**src/rtl/dacif_pkg.sv**
```systemverilog
package dacif_pkg;

    typedef enum logic [1:0] {
        ST_IDLE  = 2'd0,
        ST_FRAME = 2'd1,
        ST_EXEC  = 2'd2,
        ST_DROP  = 2'd3
    } dacif_state_e;

    typedef enum logic [1:0] {
        OP_XFER     = 2'b00,
        OP_LOAD     = 2'b01,
        OP_NOP      = 2'b10,
        OP_LOADXFER = 2'b11
    } dacif_op_e;

endpackage

```
**src/rtl/dacif_sync.sv**
```systemverilog
module dacif_sync #(
    parameter int W = 1,
    parameter int STAGES = 2,
    parameter logic [W-1:0] RST_VAL = '0
) (
    input  logic         clk,
    input  logic         rst_n,
    input  logic [W-1:0] d,
    output logic [W-1:0] q
);
    logic [W-1:0] stage_q [STAGES];

    always_ff @(posedge clk or negedge rst_n) begin
        if (!rst_n) begin
            for (int i = 0; i < STAGES; i++) stage_q[i] <= RST_VAL;
        end else begin
            stage_q[0] <= d;
            for (int i = 1; i < STAGES; i++) stage_q[i] <= stage_q[i-1];
        end
    end

    assign q = stage_q[STAGES-1];
endmodule

```
**src/rtl/dacif_serial_rx.sv**
```systemverilog
module dacif_serial_rx #(
    parameter int WORD_W = 12
) (
    input  logic              clk,
    input  logic              rst_n,
    input  logic              sclk_s,
    input  logic              cs_n_s,
    input  logic              din_s,
    output logic [WORD_W-1:0] word,
    output logic              cnt_ok,
    output logic              cs_rise,
    output logic              sclk_fall,
    output logic              dout
);
    localparam int SAT = WORD_W + 1;
    localparam int CW  = $clog2(SAT + 1);

    logic          sclk_q, csn_q;
    logic          sclk_rise, cs_fall;
    logic [CW-1:0] cnt_q;

    assign sclk_rise = sclk_s & ~sclk_q;
    assign sclk_fall = ~sclk_s & sclk_q;
    assign cs_fall   = ~cs_n_s & csn_q;
    assign cs_rise   = cs_n_s & ~csn_q;
    assign cnt_ok    = (cnt_q == CW'(WORD_W));

    always_ff @(posedge clk or negedge rst_n) begin
        if (!rst_n) begin
            sclk_q <= 1'b0;
            csn_q  <= 1'b1;
        end else begin
            sclk_q <= sclk_s;
            csn_q  <= cs_n_s;
        end
    end

    // shift register and saturating bit counter
    always_ff @(posedge clk or negedge rst_n) begin
        if (!rst_n) begin
            word  <= '0;
            cnt_q <= '0;
        end else if (cs_fall) begin
            cnt_q <= '0;
        end else if (sclk_rise && !cs_n_s) begin
            word <= {word[WORD_W-2:0], din_s};
            if (cnt_q != CW'(SAT)) cnt_q <= cnt_q + 1'b1;
        end
    end

    // chained output launched on the falling serial edge
    always_ff @(posedge clk or negedge rst_n) begin
        if (!rst_n)                    dout <= 1'b0;
        else if (sclk_fall && !cs_n_s) dout <= word[WORD_W-1];
    end
endmodule

```
**src/rtl/dacif_bank.sv**
```systemverilog
module dacif_bank #(
    parameter int NCH = 4,
    parameter int DW  = 8,
    parameter int AW  = 2
) (
    input  logic              clk,
    input  logic              rst_n,
    input  logic              clr,
    input  logic              ldac,
    input  logic              ld_in,
    input  logic              ld_xfer,
    input  logic [AW-1:0]     addr,
    input  logic [DW-1:0]     data,
    output logic [NCH*DW-1:0] in_flat,
    output logic [NCH*DW-1:0] dac_flat
);
    for (genvar ch = 0; ch < NCH; ch++) begin : g_ch
        logic [DW-1:0] in_r, dac_r, in_next;

        assign in_next = (ld_in && addr == AW'(ch)) ? data : in_r;

        always_ff @(posedge clk or negedge rst_n) begin
            if (!rst_n) begin
                in_r  <= '0;
                dac_r <= '0;
            end else if (clr) begin
                in_r  <= '0;
                dac_r <= '0;
            end else begin
                in_r <= in_next;
                if (ld_xfer || ldac) dac_r <= in_next;
            end
        end

        assign in_flat[DW*ch +: DW]  = in_r;
        assign dac_flat[DW*ch +: DW] = dac_r;
    end
endmodule

```
**src/rtl/dacif_quad.sv**
```systemverilog
module dacif_quad
    import dacif_pkg::*;
#(
    parameter int NCH = 4,
    parameter int DW = 8,
    parameter int SYNC_STAGES = 2
) (
    input  logic              clk,
    input  logic              rst_n,
    input  logic              cs_n,
    input  logic              sclk,
    input  logic              din,
    input  logic              ldac_n,
    input  logic              clr_n,
    output logic              dout,
    output logic [NCH*DW-1:0] in_code,
    output logic [NCH*DW-1:0] dac_code
);
    localparam int AW     = (NCH > 1) ? $clog2(NCH) : 1;
    localparam int CTW    = 2;
    localparam int WORD_W = AW + CTW + DW;

    logic [4:0] pins_raw, pins_s;
    logic       cs_n_s, sclk_s, din_s, ldac_act, clr_act;

    assign pins_raw = {cs_n, sclk, din, ldac_n, clr_n};

    dacif_sync #(.W(5), .STAGES(SYNC_STAGES), .RST_VAL(5'b10011)) sync_i (
        .clk(clk), .rst_n(rst_n), .d(pins_raw), .q(pins_s)
    );

    assign cs_n_s   = pins_s[4];
    assign sclk_s   = pins_s[3];
    assign din_s    = pins_s[2];
    assign ldac_act = ~pins_s[1];
    assign clr_act  = ~pins_s[0];

    logic [WORD_W-1:0] word;
    logic              cnt_ok, cs_rise, sclk_fall;

    dacif_serial_rx #(.WORD_W(WORD_W)) rx_i (
        .clk(clk), .rst_n(rst_n), .sclk_s(sclk_s), .cs_n_s(cs_n_s), .din_s(din_s),
        .word(word), .cnt_ok(cnt_ok), .cs_rise(cs_rise), .sclk_fall(sclk_fall),
        .dout(dout)
    );

    // word fields
    logic [AW-1:0] addr;
    dacif_op_e     op;
    logic [DW-1:0] data;

    assign addr = word[WORD_W-1 -: AW];
    assign op   = dacif_op_e'(word[DW+CTW-1 -: CTW]);
    assign data = word[DW-1:0];

    // frame state machine: state register
    dacif_state_e state_q, state_d;

    always_ff @(posedge clk or negedge rst_n) begin
        if (!rst_n) state_q <= ST_IDLE;
        else        state_q <= state_d;
    end

    // next state: start, accept, reject, done
    always_comb begin
        state_d = state_q;
        unique case (state_q)
            ST_IDLE:  if (!cs_n_s) state_d = ST_FRAME;
            ST_FRAME: if (cs_rise) state_d = cnt_ok ? ST_EXEC : ST_DROP;
            ST_EXEC:  state_d = ST_IDLE;
            ST_DROP:  state_d = ST_IDLE;
        endcase
    end

    // state outputs: command strobes
    logic ld_in, ld_xfer;

    always_comb begin
        ld_in   = 1'b0;
        ld_xfer = 1'b0;
        if (state_q == ST_EXEC) begin
            unique case (op)
                OP_XFER:     ld_xfer = 1'b1;
                OP_LOAD:     ld_in   = 1'b1;
                OP_NOP:      ;
                OP_LOADXFER: begin ld_in = 1'b1; ld_xfer = 1'b1; end
            endcase
        end
    end

    dacif_bank #(.NCH(NCH), .DW(DW), .AW(AW)) bank_i (
        .clk(clk), .rst_n(rst_n), .clr(clr_act), .ldac(ldac_act),
        .ld_in(ld_in), .ld_xfer(ld_xfer), .addr(addr), .data(data),
        .in_flat(in_code), .dac_flat(dac_code)
    );
endmodule

```
**config.mk**
```make
export PLATFORM = sky130hd
export DESIGN_NAME = dacif_quad
export DESIGN_NICKNAME = d
export VERILOG_FILES = /design/src/rtl/dacif_pkg.sv /design/src/rtl/dacif_sync.sv /design/src/rtl/dacif_serial_rx.sv /design/src/rtl/dacif_bank.sv /design/src/rtl/dacif_quad.sv
export SDC_FILE = /design/constraint.sdc
export NUM_CORES = 1
export LEC_CHECK = 0
export BUFFER_PORTS_ARGS = -buffer_cell sky130_fd_sc_hd__clkbuf_2
export CAP_MARGIN = 20
export CORE_AREA = 4 4 85 103
export CTS_CLUSTER_DIAMETER = 30
export DETAILED_ROUTE_END_ITERATION = 8
export DIE_AREA = 0 0 89 107
export PLACE_DENSITY = 0.77
export SLEW_MARGIN = 20
export SYNTH_ARGS = -nofsm -noshare
export SYNTH_HDL_FRONTEND = slang
export SYNTH_SLANG_ARGS = --single-unit
```
**constraint.sdc**
```tcl
create_clock -name clk -period 2.35 [get_ports clk]
set_input_delay 0.235 -clock clk [delete_from_list [all_inputs] [get_ports clk]]
set_output_delay 0.235 -clock clk [all_outputs]
set_load 0.005 [all_outputs]
```
Word-level counts from Yosys, hierarchy flattened
Index checks and enable logic that the tools add are counted.
{"block": "word_totals", "regBits": 95, "output_inout_bits": 65}
{"block": "op_classes", "addsub": 1, "n_eq_ne": 13, "muxes": 27, "bitwise": 10, "reduce_logical": 19}
{"op": "8-bit 2-to-1 mux", "count": 16}
{"op": "4-bit 2-to-1 mux", "count": 3}
{"op": "2-bit equality test (second input constant)", "count": 5}
{"op": "2-bit by 1-bit equality test with 1-bit output (second input constant)", "count": 3}
{"op": "1-bit logical AND", "count": 6}
{"op": "2-bit logical NOT", "count": 3}
{"op": "1-bit NOT", "count": 6}
{"op": "2-bit one-hot mux with 3 select lines", "count": 1}
{"op": "2-bit AND reduction", "count": 3}
{"op": "2-bit OR reduction", "count": 3}
{"op": "1-bit 2-to-1 mux", "count": 5}
{"op": "4-bit by 1-bit adder with 4-bit output (second input constant)", "count": 1}
{"op": "1-bit bitwise AND", "count": 4}
{"op": "4-bit equality test (second input constant)", "count": 1}
{"op": "2-bit 2-to-1 mux", "count": 2}
{"op": "2-bit inequality test (second input constant)", "count": 2}
{"op": "4-bit inequality test (second input constant)", "count": 1}
{"op": "2-bit nonzero test", "count": 2}
{"op": "2-bit by 1-bit inequality test with 1-bit output (second input constant)", "count": 1}
{"op": "1-bit logical NOT", "count": 1}
{"op": "1-bit logical OR", "count": 1}

Depth between registers and ports, before layout
{"block": "depth", "word_depth": 8, "mapped_depth": 8, "mapped_depth_nobuf": 5}

By module
A second synthesis with hierarchy kept.
{"block": "unflattened", "hier_cells": 301, "area_unflattened_um2": 3817.4}
{"mod": "dacif_bank", "n_inst": 1, "cells_each": 211, "area_per_inst_um2": 2491.1}
{"mod": "dacif_serial_rx", "n_inst": 1, "cells_each": 62, "area_per_inst_um2": 898.4}
{"mod": "dacif_sync", "n_inst": 1, "cells_each": 15, "area_per_inst_um2": 295.3}
{"mod": "dacif_quad", "n_inst": 1, "cells_each": 13, "area_per_inst_um2": 132.6}

Worst setup path before layout
OpenSTA, ideal clock, no wires.
{"block": "synth_path", "kind": "register to register", "from": "register rx_i.word[8]", "to": "register bank_i.g_ch[1].in_r[7]", "arrival_time_ps": 1535, "required_ps": 2266, "slack_ps": 731, "path_stages_with_launch": 8, "path_buffers": 3, "cell_sequence": "dfrtp_1 > ha_1 > nor2_1 > clkbuf_1 > buf_4 > buf_2 > o31ai_1 > a21boi_0"}
{"block": "synth_via", "elab_chain_len": 7, "elab_cells_between_ends": 8, "classes_between": "eq/ne: 2; mux: 4; reduce/logical: 2"}
{"element": "from (decl)", "line_no": "dacif_serial_rx.sv:9", "source": "output logic [WORD_W-1:0] word,"}
{"element": "from (signal assigned)", "line_no": "dacif_serial_rx.sv:46", "source": "word <= {word[WORD_W-2:0], din_s};"}
{"element": "2-bit equality test or 2-bit by 1-bit equality test with 1-bit output (tied branches)", "line_no": "dacif_quad.sv:82", "source": "unique case (op)"}
{"element": "2-bit OR reduction (no line) *"}
{"element": "1-bit 2-to-1 mux *", "line_no": "dacif_quad.sv:82"}
{"element": "1-bit 2-to-1 mux *", "line_no": "dacif_quad.sv:81", "source": "if (state_q == ST_EXEC) begin"}
{"element": "1-bit logical AND *", "line_no": "dacif_bank.sv:20", "source": "assign in_next = (ld_in && addr == AW'(ch)) ? data : in_r;"}
{"element": "8-bit 2-to-1 mux *", "line_no": "dacif_bank.sv:20"}
{"element": "8-bit 2-to-1 mux *", "line_no": "dacif_bank.sv:26", "source": "end else if (clr) begin"}
{"element": "to (signal assigned)", "line_no": "dacif_bank.sv:30", "source": "in_r <= in_next;"}
{"element": "to (decl)", "line_no": "dacif_bank.sv:18", "source": "logic [DW-1:0] in_r, dac_r, in_next;"}
Mark *: on every way between the ends. The rest lies on a longest branch, timed or not.
A chain may end at the register's enable or synchronous reset.

Worst setup path in the final report
{"block": "layout_path", "from": "register sync_i.stage_q, in the netlist sync_i.q[4]", "to": "register rx_i.word[0]"}
{"block": "layout_via", "elab_chain_len": 4, "elab_cells_between_ends": 6, "classes_between": "bitwise: 3; reduce/logical: 3"}
{"element": "from (decl)", "line_no": "dacif_sync.sv:11", "source": "logic [W-1:0] stage_q [STAGES];"}
{"element": "1-bit NOT", "line_no": "dacif_serial_rx.sv:24", "source": "assign cs_fall = ~cs_n_s & csn_q;"}
{"element": "1-bit bitwise AND", "line_no": "dacif_serial_rx.sv:24"}
{"element": "1-bit NOT (no line)"}
{"element": "2-bit AND reduction (no line) *"}
Marked as above.

==> impl_metrics.toml <==
[setup_path]
critical_path.max_fanout = 12
regToRegStartpoint = "sync_i.q[4]"
crit_arrival_ps = 2030
rr_endpoint = "rx_i.word[0]"
worst_r2r_path_depth = 3
worstSetupStartpointType = "flop"
worst-r2r-setup-slack_ps = 550
worst_ep_required_time_ps = 2590
setup.worst_path.end_class = "flop"
critical_path_type = "reg -> reg"

[hold_path]
hp-class = "reg -> reg"
hold-path-endpoint = "sync_i.q[3]"
hold_path.startpoint = "sync_i.stage_q[8]"
timing.hold.worst_path_depth = 0

[synthesis]
synth_area_sq_um = 4215
ys.warnings.count = 0
synth_nets = 369
synth.lib_cells_used.distinct = 37
synthCells = 357
postSynthRegisterBits = 95
seq_area_frac_synth_pct = 56.60
synth_area_per_cell_sq_um = 11.81

[routing]
post_drt_wl_per_cell_um = 19.83
drt.antenna.violating_nets = 0
detailroute.via_count = 3214
detail_route.drc_violations = 0
drt_pre_antenna_iters = 4
detail_route.wirelength_mm = 10.17
post_drt_via_cell_ratio = 6.265
detail_route.iter0.violations = 292

[power_and_ir_drop]
internal_power_mw = 2.201
clock_power_share_pct = 32.5
leakage_nw = 2.190
total_switching_power_uw = 846.7
comb_power_share_pct = 9.9
vdd.ir_drop.worst_mv = 0.4187
powerDensity_nw_per_um2 = 628.0
p_seq_share_pct = 57.6
p_total_mw = 3.048
switching_share_pct = 27.78

[floorplanning]
core_area_sq_um = 7664
fp.dieW_um = 89
fp-row-count = 35
pin_count = 72
floorplan.initialDensity_pct = 55.00
chipHeight_um = 107
dieArea_sq_um = 9523

[clocking]
cts_sinks = 95
worst_skew_pair.late_latency_ps = 360
cts_buffer_depth = 2
cts.reportedPaths.clkPinSlew_ps = 90
cts_htree_levels = 3
cts_tree = "yes"
ctsRootBufferMaster = "clkbuf_8"
cts_buffers = 9
cts.repair_timing.setup_buffer_count = 0

[timing]
max_transition_margin_pct = 58.28
clock.fmax_mhz = 556.3
timing.final.crit_share_pct = 76.50
rsz_0062_raised_after_global_routing = "false"
setup_violations = 0
setup_tns_ps = 0
clock_skew_ps = 18.97
max_slew.worst_pin.slew_ps = 625.9
report.final.slew_viol_count = 0
fin_crit_ps = 1798
finalHoldViolCount = 0

[final_layout]
final_cell_mix = "dfrtp_1, clkbuf_2, o31ai_1, a31oi_1, a21boi_0"
final_area_sq_um = 4853
layout_cell_share_with_drive_strength_beyond_1_pct = 28.27
design.final.nets = 428
mostFrequentLayoutCell = "dfrtp_1"
areaGrowthSynthToFinish_pct = 15.14
num_antenna_cells = 0

[placed_design]
gp_congestion = 0.7864
post_dp_cell_area_sq_um = 4614
post-dp-hpwl_mm = 6.536
port_buffers = 71

[status]
status = "finished clean"

[global_routing]
pin_count_of_the_biggest_net_entering_global_routing = 57
global_routing_usage_on_met3_pct = 4.458
wire_length_of_the_first_global_routing_pass_mm = 16.75
grt_util_all_layers_pct = 22.73
grt.busiest_layer = "met2"
met2_usage_pct = 37.90
grtUsageMet1_pct = 30.18
grt_pass1_vias = 3295
global_route.overflow_total = 0
antenna_found_initial = 0

[run]
drv_cap = 0
==> repair_timing <==
item	in CTS	in global routing
hold buffers	6	0
resized for setup	0	0
hold endpoints to repair	39	0
==> stage by stage <==
stage | worst slack (ps) | util [%] | instances | hold slack, ps
floorplan | 731.2 | - | 357 | -60.59
global placement | 608.5 | 60.21 | 491 | 242.5
detailed placement | 571.8 | 60.21 | 491 | 240.6
CTS | 551.7 | 63.33 | 513 | 355.8
global route | 461.7 | 63.33 | 513 | 365.2
finish | 552.4 | 63.33 | 513 | 354.0
==> registers in the layout, summed over array words and instances, names as in the netlist, 2 cells and up <==
register,count
rx_i.cnt_q,4
sync_i.q,5
sync_i.stage_q,5
bank_i.g_ch.in_r,32
rx_i.word,12
bank_i.g_ch.dac_r,32
state_q,2
==> layout make-up <==
type	instances	area, sq um
tap	92	115.1
timing repair buffer	85	515.5
multi-input combinational	212	1609
clock buffer	9	123.9
fill	596	2810
inverter	13	48.80
clock inverter	7	55.05
sequential	95	2386
==> synthesized netlist by cell type <==
library cell	number	area, sq um
a21boi_0	23	172.7
a21boi_1	9	67.56
a21oi_1	3	15.01
a31oi_1	32	200.2
and3_1	1	6.260
and3b_1	1	8.760
and4bb_2	1	12.51
buf_1	3	11.26
buf_2	11	55.05
buf_4	1	7.510
buf_6	3	33.78
clkbuf_1	19	71.32
dfrtp_1	88	2202
dfstp_2	7	183.9
ha_1	5	62.56
inv_1	13	48.80
mux2_2	6	67.56
mux2i_1	7	70.07
nand2_1	2	7.510
nand2b_1	3	18.77
nand2b_4	1	13.76
nand3_1	4	20.02
nand3b_1	1	7.510
nand4_1	8	50.05
nand4b_1	1	8.760
nor2_1	2	7.510
nor2_4	1	11.26
nor2b_1	2	12.51
nor3b_1	2	15.01
o21ai_0	2	10.01
o311ai_0	2	17.52
o31ai_1	64	480.5
o41ai_1	2	17.52
or2_2	2	12.51
or3b_1	1	8.760
or4_1	19	142.6
or4_4	5	56.30
==> kinds of logic after synthesis <==
group | count (synthesis) | synth area share (%)
fa+ha+maj | 5 | 1.484
buf+inv | 50 | 5.402
flops | 95 | 56.60
simple gates | 57 | 9.973
mux | 13 | 3.265
compound gates | 137 | 23.27
==> routing by layer <==
metal | routed length, um | vias to the layer above | part of all wire (%)
li1 | - | 1505 | -
met1 | 4237 | 1599 | 42
met2 | 5269 | 97 | 52
met3 | 538 | 13 | 5.3
met4 | 128 | 0 | 1.3
met5 | 0 | - | 0
==> how the worst max path moves through the flow <==
stage	startpoint	end	slack [ps]	depth (start not counted)
finish	sync_i.q[4]	rx_i.word[0]	550	3
global route	state_q[0]	bank_i.g_ch[2].in_r[1]	460	3
CTS	sync_i.q[4]	rx_i.word[0]	550	3
detailed placement	sync_i.q[4]	rx_i.word[0]	570	3
global placement	sync_i.q[4]	rx_i.word[0]	610	3
floorplan	rx_i.word[8]	bank_i.g_ch[1].in_r[7]	730	7
==> worst max-delay path: stages, from the launching register on <==
cell and delay [ps]:
dfstp_2 410, or3b_1 510, nor2_4 380, mux2_2 390
==> power by group through the flow <==
stage / sequential, mW / clock (mW) / combinational, mW
final: 1.76 / 0.992 / 0.301
after global routing: 1.76 / 1.09 / 0.330
after CTS: 1.75 / 1.02 / 0.301
after detailed placement: 1.79 / 0 / 0.294
after global placement: 1.78 / 0 / 0.291
after floorplan: 1.77 / 0 / 0.165
Power figures use the tool's default switching activity.
